## config.mk

```make
export PLATFORM = sky130hd
export DESIGN_NAME = aesb8_core
export DESIGN_NICKNAME = d
export VERILOG_FILES = /design/src/rtl/aesb8_pkg.sv /design/src/rtl/aesb8_ctrl.sv /design/src/rtl/aesb8_mixcol.sv /design/src/rtl/aesb8_state.sv /design/src/rtl/aesb8_key.sv /design/src/rtl/aesb8_core.sv
export SDC_FILE = /design/constraint.sdc
export NUM_CORES = 1
export LEC_CHECK = 0
export BUFFER_PORTS_ARGS = -buffer_cell sky130_fd_sc_hd__buf_2
export CAP_MARGIN = 20
export CELL_PAD_IN_SITES_DETAIL_PLACEMENT = 1
export CELL_PAD_IN_SITES_GLOBAL_PLACEMENT = 2
export CORE_MARGIN = 5
export CORE_UTILIZATION = 25
export CTS_CLUSTER_DIAMETER = 150
export DETAILED_ROUTE_END_ITERATION = 10
export MAX_ROUTING_LAYER = met4
export PLACE_DENSITY = 0.55
export RECOVER_POWER = 100
export SLEW_MARGIN = 20
export SYNTH_ARGS = -nofsm -noshare
export SYNTH_HDL_FRONTEND = slang
export SYNTH_HIERARCHICAL = 1
export SYNTH_SLANG_ARGS = --single-unit
```

## constraint.sdc

```tcl
create_clock -name clk -period 33.6 [get_ports clk]
set_input_delay 1.68 -clock clk [delete_from_list [all_inputs] [get_ports clk]]
set_output_delay 1.68 -clock clk [all_outputs]
set_load 0.05 [all_outputs]
```

## src/rtl/aesb8_pkg.sv

```systemverilog
package aesb8_pkg;

   typedef enum logic [2:0] {
      PH_IDLE,
      PH_SUB,
      PH_ROT,
      PH_MIX,
      PH_OUT
   } phase_t;

   // multiply by x modulo x^8+x^4+x^3+x+1
   function automatic logic [7:0] xt(input logic [7:0] a);
      return {a[6:0], 1'b0} ^ (a[7] ? 8'h1b : 8'h00);
   endfunction

   function automatic logic [7:0] gmul(input logic [7:0] a, input logic [7:0] b);
      logic [7:0] p;
      logic [7:0] aa;
      p  = 8'h00;
      aa = a;
      for (int i = 0; i < 8; i++) begin
         if (b[i]) p = p ^ aa;
         aa = xt(aa);
      end
      return p;
   endfunction

   // multiplicative inverse as x^254 (zero maps to zero)
   function automatic logic [7:0] ginv(input logic [7:0] x);
      logic [7:0] r;
      logic [7:0] base;
      r    = 8'h01;
      base = x;
      for (int i = 0; i < 8; i++) begin
         if (i != 0) r = gmul(r, base);
         base = gmul(base, base);
      end
      return r;
   endfunction

   function automatic logic [7:0] sbox(input logic [7:0] x);
      logic [7:0] b;
      b = ginv(x);
      return b ^ {b[6:0], b[7]} ^ {b[5:0], b[7:6]} ^ {b[4:0], b[7:5]}
               ^ {b[3:0], b[7:4]} ^ 8'h63;
   endfunction

endpackage

```

## src/rtl/aesb8_ctrl.sv

```systemverilog
module aesb8_ctrl
   import aesb8_pkg::*;
#(
   parameter int NBYTES  = 16,
   parameter int NROUNDS = 10,
   parameter int CW      = $clog2(NBYTES),
   parameter int RW      = $clog2(NROUNDS + 1)
) (
   input  logic          clk,
   input  logic          rst_n,
   input  logic          start,
   output phase_t        ph,
   output logic [CW-1:0] cnt,
   output logic [RW-1:0] rnd,
   output logic [7:0]    rcon,
   output logic          last_rnd
);

   localparam int COLS = NBYTES / 4;

   assign last_rnd = (rnd == RW'(NROUNDS));

   always_ff @(posedge clk or negedge rst_n) begin
      if (!rst_n) begin
         ph   <= PH_IDLE;
         cnt  <= '0;
         rnd  <= RW'(1);
         rcon <= 8'h01;
      end else begin
         case (ph)
            PH_IDLE: if (start) begin
               ph   <= PH_SUB;
               cnt  <= '0;
               rnd  <= RW'(1);
               rcon <= 8'h01;
            end
            PH_SUB: begin
               cnt <= cnt + CW'(1);
               if (cnt == CW'(NBYTES - 1)) begin
                  ph  <= PH_ROT;
                  cnt <= '0;
               end
            end
            PH_ROT: begin
               ph  <= PH_MIX;
               cnt <= '0;
            end
            PH_MIX: begin
               cnt <= cnt + CW'(1);
               if (cnt == CW'(COLS - 1)) begin
                  cnt  <= '0;
                  rcon <= xt(rcon);
                  if (last_rnd) begin
                     ph <= PH_OUT;
                  end else begin
                     ph  <= PH_SUB;
                     rnd <= rnd + RW'(1);
                  end
               end
            end
            PH_OUT: begin
               cnt <= cnt + CW'(1);
               if (cnt == CW'(NBYTES - 1)) begin
                  ph  <= PH_IDLE;
                  cnt <= '0;
               end
            end
            default: ph <= PH_IDLE;
         endcase
      end
   end

endmodule

```

## src/rtl/aesb8_mixcol.sv

```systemverilog
module aesb8_mixcol
   import aesb8_pkg::*;
(
   input  logic [7:0] a [4],
   output logic [7:0] b [4]
);

   for (genvar r = 0; r < 4; r++) begin : g_row
      assign b[r] = xt(a[r]) ^ xt(a[(r + 1) % 4]) ^ a[(r + 1) % 4]
                  ^ a[(r + 2) % 4] ^ a[(r + 3) % 4];
   end

endmodule

```

## src/rtl/aesb8_state.sv

```systemverilog
module aesb8_state
   import aesb8_pkg::*;
#(
   parameter int NBYTES = 16
) (
   input  logic                clk,
   input  logic                rst_n,
   input  phase_t              ph,
   input  logic                load,
   input  logic [7:0]          din,
   input  logic [7:0]          sub_in,
   input  logic                last_rnd,
   output logic [7:0]          head,
   output logic [8*NBYTES-1:0] flat
);

   logic [7:0] s     [NBYTES];
   logic [7:0] s_nx  [NBYTES];
   logic [7:0] s_rot [NBYTES];
   logic [7:0] col   [4];
   logic [7:0] mixed [4];
   logic       en;

   // ShiftRows as permuted load paths: row r of column c takes column (c+r) mod 4
   for (genvar j = 0; j < NBYTES; j++) begin : g_rot
      localparam int ROW = j % 4;
      localparam int CL  = j / 4;
      localparam int SRC = 4 * ((CL + ROW) % 4) + ROW;
      assign s_rot[j] = s[SRC];
      assign flat[8*(NBYTES-1-j) +: 8] = s[j];
   end

   for (genvar r = 0; r < 4; r++) begin : g_col
      assign col[r] = s[r];
   end

   aesb8_mixcol u_mix (.a(col), .b(mixed));

   assign head = s[0];
   assign en   = load || (ph != PH_IDLE);

   always_comb begin
      s_nx = s;
      case (ph)
         PH_IDLE: if (load) begin
            for (int j = 0; j < NBYTES - 1; j++) s_nx[j] = s[j+1];
            s_nx[NBYTES-1] = din;
         end
         PH_SUB: begin
            for (int j = 0; j < NBYTES - 1; j++) s_nx[j] = s[j+1];
            s_nx[NBYTES-1] = sub_in;
         end
         PH_ROT: s_nx = s_rot;
         PH_MIX: begin
            for (int j = 0; j < NBYTES - 4; j++) s_nx[j] = s[j+4];
            for (int r = 0; r < 4; r++) s_nx[NBYTES-4+r] = last_rnd ? s[r] : mixed[r];
         end
         PH_OUT: begin
            for (int j = 0; j < NBYTES - 1; j++) s_nx[j] = s[j+1];
            s_nx[NBYTES-1] = s[0];
         end
         default: s_nx = s;
      endcase
   end

   always_ff @(posedge clk or negedge rst_n) begin
      if (!rst_n) begin
         for (int j = 0; j < NBYTES; j++) s[j] <= 8'h00;
      end else if (en) begin
         s <= s_nx;
      end
   end

endmodule

```

## src/rtl/aesb8_key.sv

```systemverilog
module aesb8_key
   import aesb8_pkg::*;
#(
   parameter int NBYTES = 16,
   parameter int CW     = $clog2(NBYTES),
   parameter int RW     = 4
) (
   input  logic                clk,
   input  logic                rst_n,
   input  phase_t              ph,
   input  logic                load,
   input  logic [7:0]          key_in,
   input  logic [CW-1:0]       cnt,
   input  logic [RW-1:0]       rnd,
   input  logic [7:0]          rcon,
   input  logic [7:0]          sub_in,
   output logic [7:0]          kx,
   output logic [7:0]          sb_key,
   output logic [8*NBYTES-1:0] flat
);

   logic [7:0] k    [NBYTES];
   logic [7:0] k_nx [NBYTES];
   logic       pend;
   logic       en;
   logic [1:0] nxt;
   logic [3:0] widx;

   for (genvar j = 0; j < NBYTES; j++) begin : g_flat
      assign flat[8*(NBYTES-1-j) +: 8] = k[j];
   end

   // bytes 4..15 of the next round key are finished in step with the byte pass;
   // the finished byte four places earlier sits at index 12
   assign pend   = (ph == PH_OUT) || (rnd != RW'(1));
   assign kx     = (pend && (cnt >= CW'(4))) ? (k[0] ^ k[NBYTES-4]) : k[0];
   assign nxt    = cnt[1:0] + 2'd1;
   assign sb_key = k[{2'b11, nxt}];
   assign widx   = {2'b00, cnt[1:0]};
   assign en     = load || (ph == PH_SUB) || (ph == PH_MIX) || (ph == PH_OUT);

   always_comb begin
      k_nx = k;
      case (ph)
         PH_IDLE: if (load) begin
            for (int j = 0; j < NBYTES - 1; j++) k_nx[j] = k[j+1];
            k_nx[NBYTES-1] = key_in;
         end
         PH_SUB, PH_OUT: begin
            for (int j = 0; j < NBYTES - 1; j++) k_nx[j] = k[j+1];
            k_nx[NBYTES-1] = kx;
         end
         PH_MIX: k_nx[widx] = k[widx] ^ sub_in ^ ((cnt == '0) ? rcon : 8'h00);
         default: k_nx = k;
      endcase
   end

   always_ff @(posedge clk or negedge rst_n) begin
      if (!rst_n) begin
         for (int j = 0; j < NBYTES; j++) k[j] <= 8'h00;
      end else if (en) begin
         k <= k_nx;
      end
   end

endmodule

```

## src/rtl/aesb8_core.sv

```systemverilog
module aesb8_core
   import aesb8_pkg::*;
#(
   parameter int BYTE_W  = 8,
   parameter int NBYTES  = 16,
   parameter int NROUNDS = 10
) (
   input  logic              clk,
   input  logic              rst_n,
   input  logic              start,
   input  logic [BYTE_W-1:0] key_in,
   input  logic [BYTE_W-1:0] din,
   input  logic              din_valid,
   output logic [BYTE_W-1:0] dout,
   output logic              dout_valid,
   output logic              busy
);

   localparam int CW = $clog2(NBYTES);
   localparam int RW = $clog2(NROUNDS + 1);

   initial begin
      assert (BYTE_W == 8)   else $fatal(1, "BYTE_W must be 8");
      assert (NBYTES == 16)  else $fatal(1, "NBYTES must be 16");
      assert (NROUNDS == 10) else $fatal(1, "NROUNDS must be 10");
   end

   phase_t              ph;
   logic [CW-1:0]       cnt;
   logic [RW-1:0]       rnd;
   logic [7:0]          rcon;
   logic                last_rnd;
   logic                load;
   logic [7:0]          s_head;
   logic [7:0]          kx;
   logic [7:0]          sb_key;
   logic [7:0]          sb_in;
   logic [7:0]          sb_out;
   logic [8*NBYTES-1:0] st_flat;
   logic [8*NBYTES-1:0] key_flat;

   assign load = din_valid && (ph == PH_IDLE);
   assign busy = (ph != PH_IDLE);

   aesb8_ctrl #(.NBYTES(NBYTES), .NROUNDS(NROUNDS), .CW(CW), .RW(RW)) u_ctrl (
      .clk(clk), .rst_n(rst_n), .start(start), .ph(ph), .cnt(cnt),
      .rnd(rnd), .rcon(rcon), .last_rnd(last_rnd)
   );

   // the one shared substitution box
   assign sb_in  = (ph == PH_MIX) ? sb_key : (s_head ^ kx);
   assign sb_out = sbox(sb_in);

   aesb8_state #(.NBYTES(NBYTES)) u_state (
      .clk(clk), .rst_n(rst_n), .ph(ph), .load(load), .din(din),
      .sub_in(sb_out), .last_rnd(last_rnd), .head(s_head), .flat(st_flat)
   );

   aesb8_key #(.NBYTES(NBYTES), .CW(CW), .RW(RW)) u_key (
      .clk(clk), .rst_n(rst_n), .ph(ph), .load(load), .key_in(key_in),
      .cnt(cnt), .rnd(rnd), .rcon(rcon), .sub_in(sb_out), .kx(kx),
      .sb_key(sb_key), .flat(key_flat)
   );

   always_ff @(posedge clk or negedge rst_n) begin
      if (!rst_n) begin
         dout       <= '0;
         dout_valid <= 1'b0;
      end else begin
         dout_valid <= (ph == PH_OUT);
         if (ph == PH_OUT) dout <= s_head ^ kx;
      end
   end

endmodule

```

# ---- After elaboration in Yosys (flattened, before gate mapping)
# Cells that the tools add are included.
dict set report classes {
  n_mux 245
  n_reduce_logical 24
  n_lt_le_gt_ge 4
  bitwise_logic 222
  add_sub_neg 3
  n_eq_ne 14
}
# op count
set ops {}
lappend ops {{8-bit two-way mux} 119}
lappend ops {{8-bit XOR} 116}
lappend ops {{8-bit by 5-bit XOR with 8-bit output} 95}
lappend ops {{128-bit case mux with 5 select lines} 1}
lappend ops {{5-bit two-way mux} 97}
lappend ops {{128-bit case mux with 3 select lines} 1}
lappend ops {{128-bit two-way mux} 2}
lappend ops {{128-bit bitwise mux} 1}
lappend ops {{8-bit binary-select mux with 4-bit select} 2}
lappend ops {{8-bit demux with 4-bit select} 1}
lappend ops {{4-bit two-way mux} 7}
lappend ops {{3-bit two-way mux} 6}
lappend ops {{4-bit case mux with 4 select lines} 1}
lappend ops {{8-bit case mux with 2 select lines} 1}
lappend ops {{3-bit case mux with 5 select lines} 1}
lappend ops {{4-bit AND reduction} 3}
lappend ops {{5-bit greater-or-equal comparator (second input constant)} 2}
lappend ops {{3-bit AND reduction} 3}
lappend ops {{4-bit by 1-bit adder with 4-bit output (second input constant)} 2}
lappend ops {{4-bit equality test (second input constant)} 2}
lappend ops {{2-bit by 1-bit inequality test with 1-bit output (second input constant)} 4}
lappend ops {{4-bit case mux with 2 select lines} 1}
lappend ops {{4-bit nonzero test} 2}
lappend ops {{7-bit two-way mux} 1}
lappend ops {{other kinds (26)} 41}
dict set report word_totals {
  regBits 284
  input_bits 20
  wordCells 550
  out_inout_bits 10
}

# ---- Logic depth before layout (Yosys ltp)
dict set report depth {
  depth_word 142
  depth_mapped 82
  mapped_depth_nobuf 67
}

# ---- Hierarchy
# The synthesis kept the hierarchy.
# module area_each_um2 cells_per_inst seq_area_each_um2 n_inst
set modules_own_cells {}
lappend modules_own_cells {aesb8_core 16807.4 2187 225.2 1}
lappend modules_own_cells {aesb8_state 7113.1 795 3203.1 1}
lappend modules_own_cells {aesb8_key 5911.9 598 3203.1 1}
lappend modules_own_cells {aesb8_mixcol 1285.0 77 0.0 1}
lappend modules_own_cells {aesb8_ctrl 1136.1 116 478.0 1}

# ---- Worst setup path before layout
# OpenSTA, ideal clock, no wires.
dict set report synth_path {
  path_type {reg2reg}
  startpoint {reg u_ctrl.cnt[0]}
  endpoint {reg u_key.k, in the netlist u_key/flat[102]}
  arrival_time_ps 18428
  path_stages_with_launch 79
  path_buffers 14
  setup_ps 126
  required_time_ps 33474
  synth_period_minus_slack_ps 18554
  slack_ps 15046
  path_cell_list {dfrtp_1 buf_6 buf_4 inv_1 ha_1 clkbuf_1 mux4_2 clkbuf_1 nor4bb_1 a21o_1 buf_2 inv_2 ha_1 inv_1 a211oi_1 xnor3_1 inv_2 buf_2 [43 not listed] a31oi_1 xnor2_1 a221oi_2 xor2_2 mux2_1 a32o_2 xnor2_4 xnor3_2 xor3_1 o21ai_1 xor2_1 xnor2_2 xnor3_2 xnor2_2 xnor3_1 xnor3_2 nor2_1 a221o_1}
}
dict set report synth_between {
  elab_chain_cells 139
  elab_cells_between_ends 415
  classes_between {add/sub: 1; order compare: 3; mux: 216; bitwise: 192; reduce/logical: 3}
}
# item line
set synth_rtl {}
lappend synth_rtl {{start, declared} aesb8_ctrl.sv:13} ;# output logic [CW-1:0] cnt,
lappend synth_rtl {{start signal, assigned} aesb8_ctrl.sv:38} ;# cnt <= cnt + CW'(1);
lappend synth_rtl {{start signal, assigned} aesb8_ctrl.sv:49} ;# cnt <= cnt + CW'(1);
lappend synth_rtl {{start signal, assigned} aesb8_ctrl.sv:62} ;# cnt <= cnt + CW'(1);
lappend synth_rtl {{2-bit by 1-bit adder with 2-bit output *} aesb8_key.sv:37} ;# assign nxt = cnt[1:0] + 2'd1;
lappend synth_rtl {{4-bit inverter with 5-bit output (implied by the code) *} aesb8_key.sv:38} ;# assign sb_key = k[{2'b11, nxt}];
lappend synth_rtl {{8-bit binary-select mux with 4-bit select *} aesb8_key.sv:38}
lappend synth_rtl {{8-bit two-way mux (implied by the code) * (2 in a row)} aesb8_key.sv:38}
lappend synth_rtl {{named net sb_key[7]} aesb8_core.sv:36} ;# logic [7:0] sb_key;
lappend synth_rtl {{8-bit two-way mux *} aesb8_core.sv:51} ;# assign sb_in = (ph == PH_MIX) ? sb_key : (s_head ^ kx);
lappend synth_rtl {{5-bit two-way mux} aesb8_pkg.sv:13} ;# return {a[6:0], 1'b0} ^ (a[7] ? 8'h1b : 8'h00);
lappend synth_rtl {{8-bit by 5-bit XOR with 8-bit output} aesb8_pkg.sv:13}
lappend synth_rtl {{[121 not listed]} -}
lappend synth_rtl {{8-bit two-way mux *} aesb8_pkg.sv:22} ;# if (b[i]) p = p ^ aa;
lappend synth_rtl {{8-bit XOR (3 in a row)} aesb8_pkg.sv:44} ;# return b ^ {b[6:0], b[7]} ^ {b[5:0], b[7:6]} ^ {b[4:0], b[7:5]}
lappend synth_rtl {{8-bit XOR *} aesb8_pkg.sv:45} ;# ^ {b[3:0], b[7:4]} ^ 8'h63;
lappend synth_rtl {{4-bit inverter (no line) *} -}
lappend synth_rtl {{named net sb_out[6]} aesb8_core.sv:38} ;# logic [7:0] sb_out;
lappend synth_rtl {{8-bit XOR * (2 in a row)} aesb8_key.sv:53} ;# PH_MIX: k_nx[widx] = k[widx] ^ sub_in ^ ((cnt == '0) ? rcon : 8'h00);
lappend synth_rtl {{128-bit bitwise mux *} aesb8_key.sv:53}
lappend synth_rtl {{128-bit case mux with 3 select lines *} aesb8_key.sv:44} ;# case (ph)
lappend synth_rtl {{end signal, assigned} aesb8_key.sv:62} ;# k <= k_nx;
lappend synth_rtl {{end, declared} aesb8_key.sv:22} ;# logic [7:0] k [NBYTES];
# Mark *: on every way through the listed nets, which the timed path passes. The rest lies on a longest branch. The select of a mux whose other input is x is not followed.
# A chain may end at the register's enable or synchronous reset.

# ---- Worst setup path after layout
dict set report layout_path {
  startpoint {reg u_ctrl.ph[0]}
  endpoint {reg u_key.k, in the netlist u_key/flat[110]}
}
dict set report layout_between {
  elab_chain_cells 139
  elab_cells_between_ends 411
  classes_between {eq/ne: 4; mux: 207; bitwise: 190; reduce/logical: 10}
}
# item line
set layout_rtl {}
lappend layout_rtl {{start, declared} aesb8_ctrl.sv:12} ;# output phase_t ph,
lappend layout_rtl {{start signal, assigned} aesb8_ctrl.sv:25} ;# ph <= PH_IDLE;
lappend layout_rtl {{start signal, assigned} aesb8_ctrl.sv:32} ;# ph <= PH_SUB;
lappend layout_rtl {{start signal, assigned} aesb8_ctrl.sv:40} ;# ph <= PH_ROT;
lappend layout_rtl {{3-bit equality test *} aesb8_key.sv:35} ;# assign pend = (ph == PH_OUT) || (rnd != RW'(1));
lappend layout_rtl {{1-bit logical OR *} aesb8_key.sv:35}
lappend layout_rtl {{1-bit logical AND *} aesb8_key.sv:36} ;# assign kx = (pend && (cnt >= CW'(4))) ? (k[0] ^ k[NBYTES-4]) : k[0];
lappend layout_rtl {{8-bit two-way mux *} aesb8_key.sv:36}
lappend layout_rtl {{named net kx[7]} aesb8_core.sv:35} ;# logic [7:0] kx;
lappend layout_rtl {{8-bit XOR *} aesb8_core.sv:51}
lappend layout_rtl {{8-bit two-way mux *} aesb8_core.sv:51}
lappend layout_rtl {{5-bit two-way mux} aesb8_pkg.sv:13}
lappend layout_rtl {{[122 not listed]} -}
lappend layout_rtl {{8-bit two-way mux *} aesb8_pkg.sv:22}
lappend layout_rtl {{8-bit XOR (3 in a row)} aesb8_pkg.sv:44}
lappend layout_rtl {{8-bit XOR *} aesb8_pkg.sv:45}
lappend layout_rtl {{4-bit inverter (no line) *} -}
lappend layout_rtl {{named net sb_out[6]} aesb8_core.sv:38}
lappend layout_rtl {{8-bit XOR * (2 in a row)} aesb8_key.sv:53}
lappend layout_rtl {{128-bit bitwise mux *} aesb8_key.sv:53}
lappend layout_rtl {{128-bit case mux with 3 select lines *} aesb8_key.sv:44}
# Mark *: on every way through the listed nets, which the timed path passes. The rest lies on a longest branch.

==> impl_metrics.env <==
export IMPL_post_cts_resized=0
export IMPL_antenna_found_initial=1
export IMPL_clk_transition_reported_paths_ns=0.06
export IMPL_synth_area_mm2=0.03225
export IMPL_synth_edf_count=0
export IMPL_final_period_minus_worst_setup_slack_ns=25.67
export IMPL_final_setup_viol_count=0
export IMPL_synth_seq_area_share_pct=22.04
export IMPL_synthToLayoutAreaGrowth_pct=8.499
export IMPL_synth_seq_cells=284
export IMPL_floorplan_die_width_um=369.2
export IMPL_post_synth_top_area_cell="sky130_fd_sc_hd__dfrtp_1"
export IMPL_h_tree_depth=2
export IMPL_post_synth_xor_area_fraction_pct=29.04
export IMPL_violated_checks="capacitance limit, slew limit"
export IMPL_io_buffers=29
export IMPL_main_combinational_cell_family_by_area_after_synthesis="XOR/XNOR gates"
export IMPL_place_gp_congestion=0.7768
export IMPL_grt_max_degree=103
export IMPL_synth_warning_count=6
export IMPL_setup_worst_path_class="reg2reg"
export IMPL_fin_setup_tns_ns=0
export IMPL_end_kind="register"
export IMPL_hold_viol=0
export IMPL_leading_cell_type_in_the_layout_fill_and_taps_excluded="sky130_fd_sc_hd__nand2_1"
export IMPL_max_freq_mhz=38.96
export IMPL_wl_per_cell_um=21.31
export IMPL_initial_utilization_pct=25.23
export IMPL_simple_gate_share_of_the_synthesized_area_pct=18.78
export IMPL_ys_top_cells_by_area="sky130_fd_sc_hd__dfrtp_1 22%, sky130_fd_sc_hd__xnor2_1 11%, sky130_fd_sc_hd__xnor3_1 8.4%"
export IMPL_finish_net_count=3683
export IMPL_cts_root_buffer_cell="sky130_fd_sc_hd__clkbuf_16"
export IMPL_synth_area_mux_share_pct=7.634
export IMPL_critical_path_slowest_cell="sky130_fd_sc_hd__xnor2_1"
export IMPL_drt_first_pass_iters=5
export IMPL_ioPinCount=30
export IMPL_grt_pass1_vias=27340
export IMPL_critical_path_top_cell_by_count="sky130_fd_sc_hd__xnor2_1"
export IMPL_antenna_left=0
export IMPL_synth_adder_area_share_pct=0.5431
export IMPL_cts_tree="done"
export IMPL_critical_path_max_stage_delay_ns=1.23
export IMPL_die_area_mm2=0.1363
export IMPL_outcome="finished, violations left"
export IMPL_post_synthesis_net_count=3807
export IMPL_synthFlopType="sky130_fd_sc_hd__dfrtp_1"
export IMPL_via_count=26800
export IMPL_routed_wl_um=113800
export IMPL_fin_worst_skew_ns=0.02377
export IMPL_synthDistinctLibCells=118
export IMPL_placementRows=131
export IMPL_post_synth_cell_area_avg_um2=8.548
export IMPL_arrival_ns=26.10
export IMPL_max_cap_violations=14
export IMPL_grt_ovfl_total=0
export IMPL_synth_largest_type_area_fraction_pct=21.88
export IMPL_worst_endpoint_required_ns=34.03
export IMPL_grt_util_all_layers_pct=16.83
export IMPL_post_cts_buffers=0
export IMPL_netlist_instances=3773
export IMPL_hp_class="reg2reg"
export IMPL_worst_slew_pin_slew_ns=5.051
export IMPL_synth_async_sr_flop_share_pct=100.0
export IMPL_final_min_period_over_clock_period_pct=76.40
export IMPL_number_of_buffers_inserted_during_clock_tree_synthesis=37
export IMPL_cts_num_sinks=284
export IMPL_drive_above_1_share_pct=10.04
export IMPL_drc=0
export IMPL_timing_slew_headroom_pct=-236.7
export IMPL_global_route_wire_length_before_repair_um=177000
export IMPL_placeableCoreArea_mm2=0.1278
export IMPL_cts_hold_buffers_added=0
export IMPL_synth_compound_area_share_pct=16.92
export IMPL_chipHeight_um=369.2
export IMPL_rsz0062_at_grt="false"
export IMPL_clk_insertion_delay_late_ns=0.55
export IMPL_cts_root_to_sink_buffers=3
export IMPL_place_hpwl_um=79960
export IMPL_maxSlewViolCount=853
export IMPL_leading_cell_types_in_the_layout_fill_and_taps_excluded="621 x sky130_fd_sc_hd__nand2_1, 407 x sky130_fd_sc_hd__nor2_1, 394 x sky130_fd_sc_hd__xnor2_1"
export IMPL_drt_vias_per_instance=5.019
export IMPL_cp_max_fo=32
export IMPL_initialDrtViolationCount=1495
export IMPL_critPathLaunchType="register"
cell type report:
type / count / area, um2
Clock inverter: 17 / 190.2
Inverter: 48 / 180.2
Fill cell: 14990 / 92850
Antenna cell: 1 / 2.502
Multi-Input combinational cell: 3158 / 23620
Timing Repair Buffer: 120 / 758.2
Sequential cell: 284 / 7111
Clock buffer: 50 / 1055
Tap cell: 1662 / 2079
cell usage after synthesis, types with 30 or more instances:
cell                       count
sky130_fd_sc_hd__o21ai_1      52
sky130_fd_sc_hd__buf_2        88
sky130_fd_sc_hd__a221o_1      35
sky130_fd_sc_hd__a22oi_1      30
sky130_fd_sc_hd__a211oi_1     36
sky130_fd_sc_hd__xnor3_1     120
sky130_fd_sc_hd__xnor2_1     402
sky130_fd_sc_hd__dfrtp_1     282
sky130_fd_sc_hd__nor2_1      409
sky130_fd_sc_hd__xor2_1       92
sky130_fd_sc_hd__o22ai_1      42
sky130_fd_sc_hd__clkbuf_1    126
sky130_fd_sc_hd__a31oi_1      48
sky130_fd_sc_hd__nor3_1       77
sky130_fd_sc_hd__nand3_1      74
sky130_fd_sc_hd__o21ai_0     164
sky130_fd_sc_hd__xnor2_2      43
sky130_fd_sc_hd__mux2i_1     158
sky130_fd_sc_hd__inv_1        41
sky130_fd_sc_hd__nand2_1     621
sky130_fd_sc_hd__a21oi_1     196
metal layers:
layer	up-vias	GRT usage, %	routed length [um]
met5	-	-	0
met4	0	2.361	1382
met3	71	1.261	2788
met2	326	26.83	51910
met1	13420	24.00	57730
li1	12980	-	-
kinds of logic (layout without fill, tap and decap cells):
logic type / Yosys count / count (layout)
other cells: 0 / 1
compound gates: 823 / 823
simple gates: 1378 / 1378
xor+xnor: 727 / 727
fa+ha+maj: 14 / 14
mux: 216 / 216
flops: 284 / 284
buf+inv: 331 / 235
critical path, delay by kind of cell, from the launching register on:
kind,cells,cell delay (ns)
multiplexers,2,0.65
buffers and inverters,7,2.00
XOR/XNOR,28,13.09
AO/OA/AOI/OAI,16,4.71
flip-flops,1,0.88
AND/OR/NAND/NOR,10,2.17
adder cells (fa/ha/maj),4,1.94
flip-flops by register name, indices dropped and copies added, names as in the netlist:
| name | cells |
|---|---|
| u_key/flat | 128 |
| u_ctrl/rcon | 8 |
| u_state/head | 8 |
| u_ctrl/cnt | 4 |
| u_ctrl/ph | 3 |
| dout | 8 |
| u_state/flat | 120 |
| dout_valid | 1 |
| u_ctrl/rnd | 4 |
metrics by stage:
stage	setup WS (ns)	instances	hold slack (ns)	area [um2]	util, %
6_report	7.929	5340	0.4615	34990	27.37
5_1_grt	5.749	5339	0.4887	34990	27.37
4_1_cts	11.10	5339	0.4655	35210	27.54
3_5_place_dp	11.18	5272	0.4538	33960	26.56
3_3_place_gp	11.80	5272	0.4495	33950	26.56
2_1_floorplan	15.05	3773	0.4386	32250	-
path summary, 6_finish.rpt:
kind / to / slack [ns] / cells past startpoint / start
setup / recovery: u_key/flat[110] / 7.93 / 67 / u_ctrl/ph[0]
setup reg to reg: u_key/flat[110] / 7.93 / 67 / u_ctrl/ph[0]
max in group asynchronous: u_key/flat[43] / 25.24 / 2 / rst_n
min in group asynchronous: u_ctrl/rnd[1] / 2.94 / 1 / rst_n
hold / removal: u_key/flat[46] / 0.46 / 2 / u_key/flat[38]
hold reg to reg: u_key/flat[46] / 0.46 / 2 / u_key/flat[38]
Power is left out: the tool's default activity adds up to more than one toggle a clock period on the data nets, which glitch-free logic cannot reach.
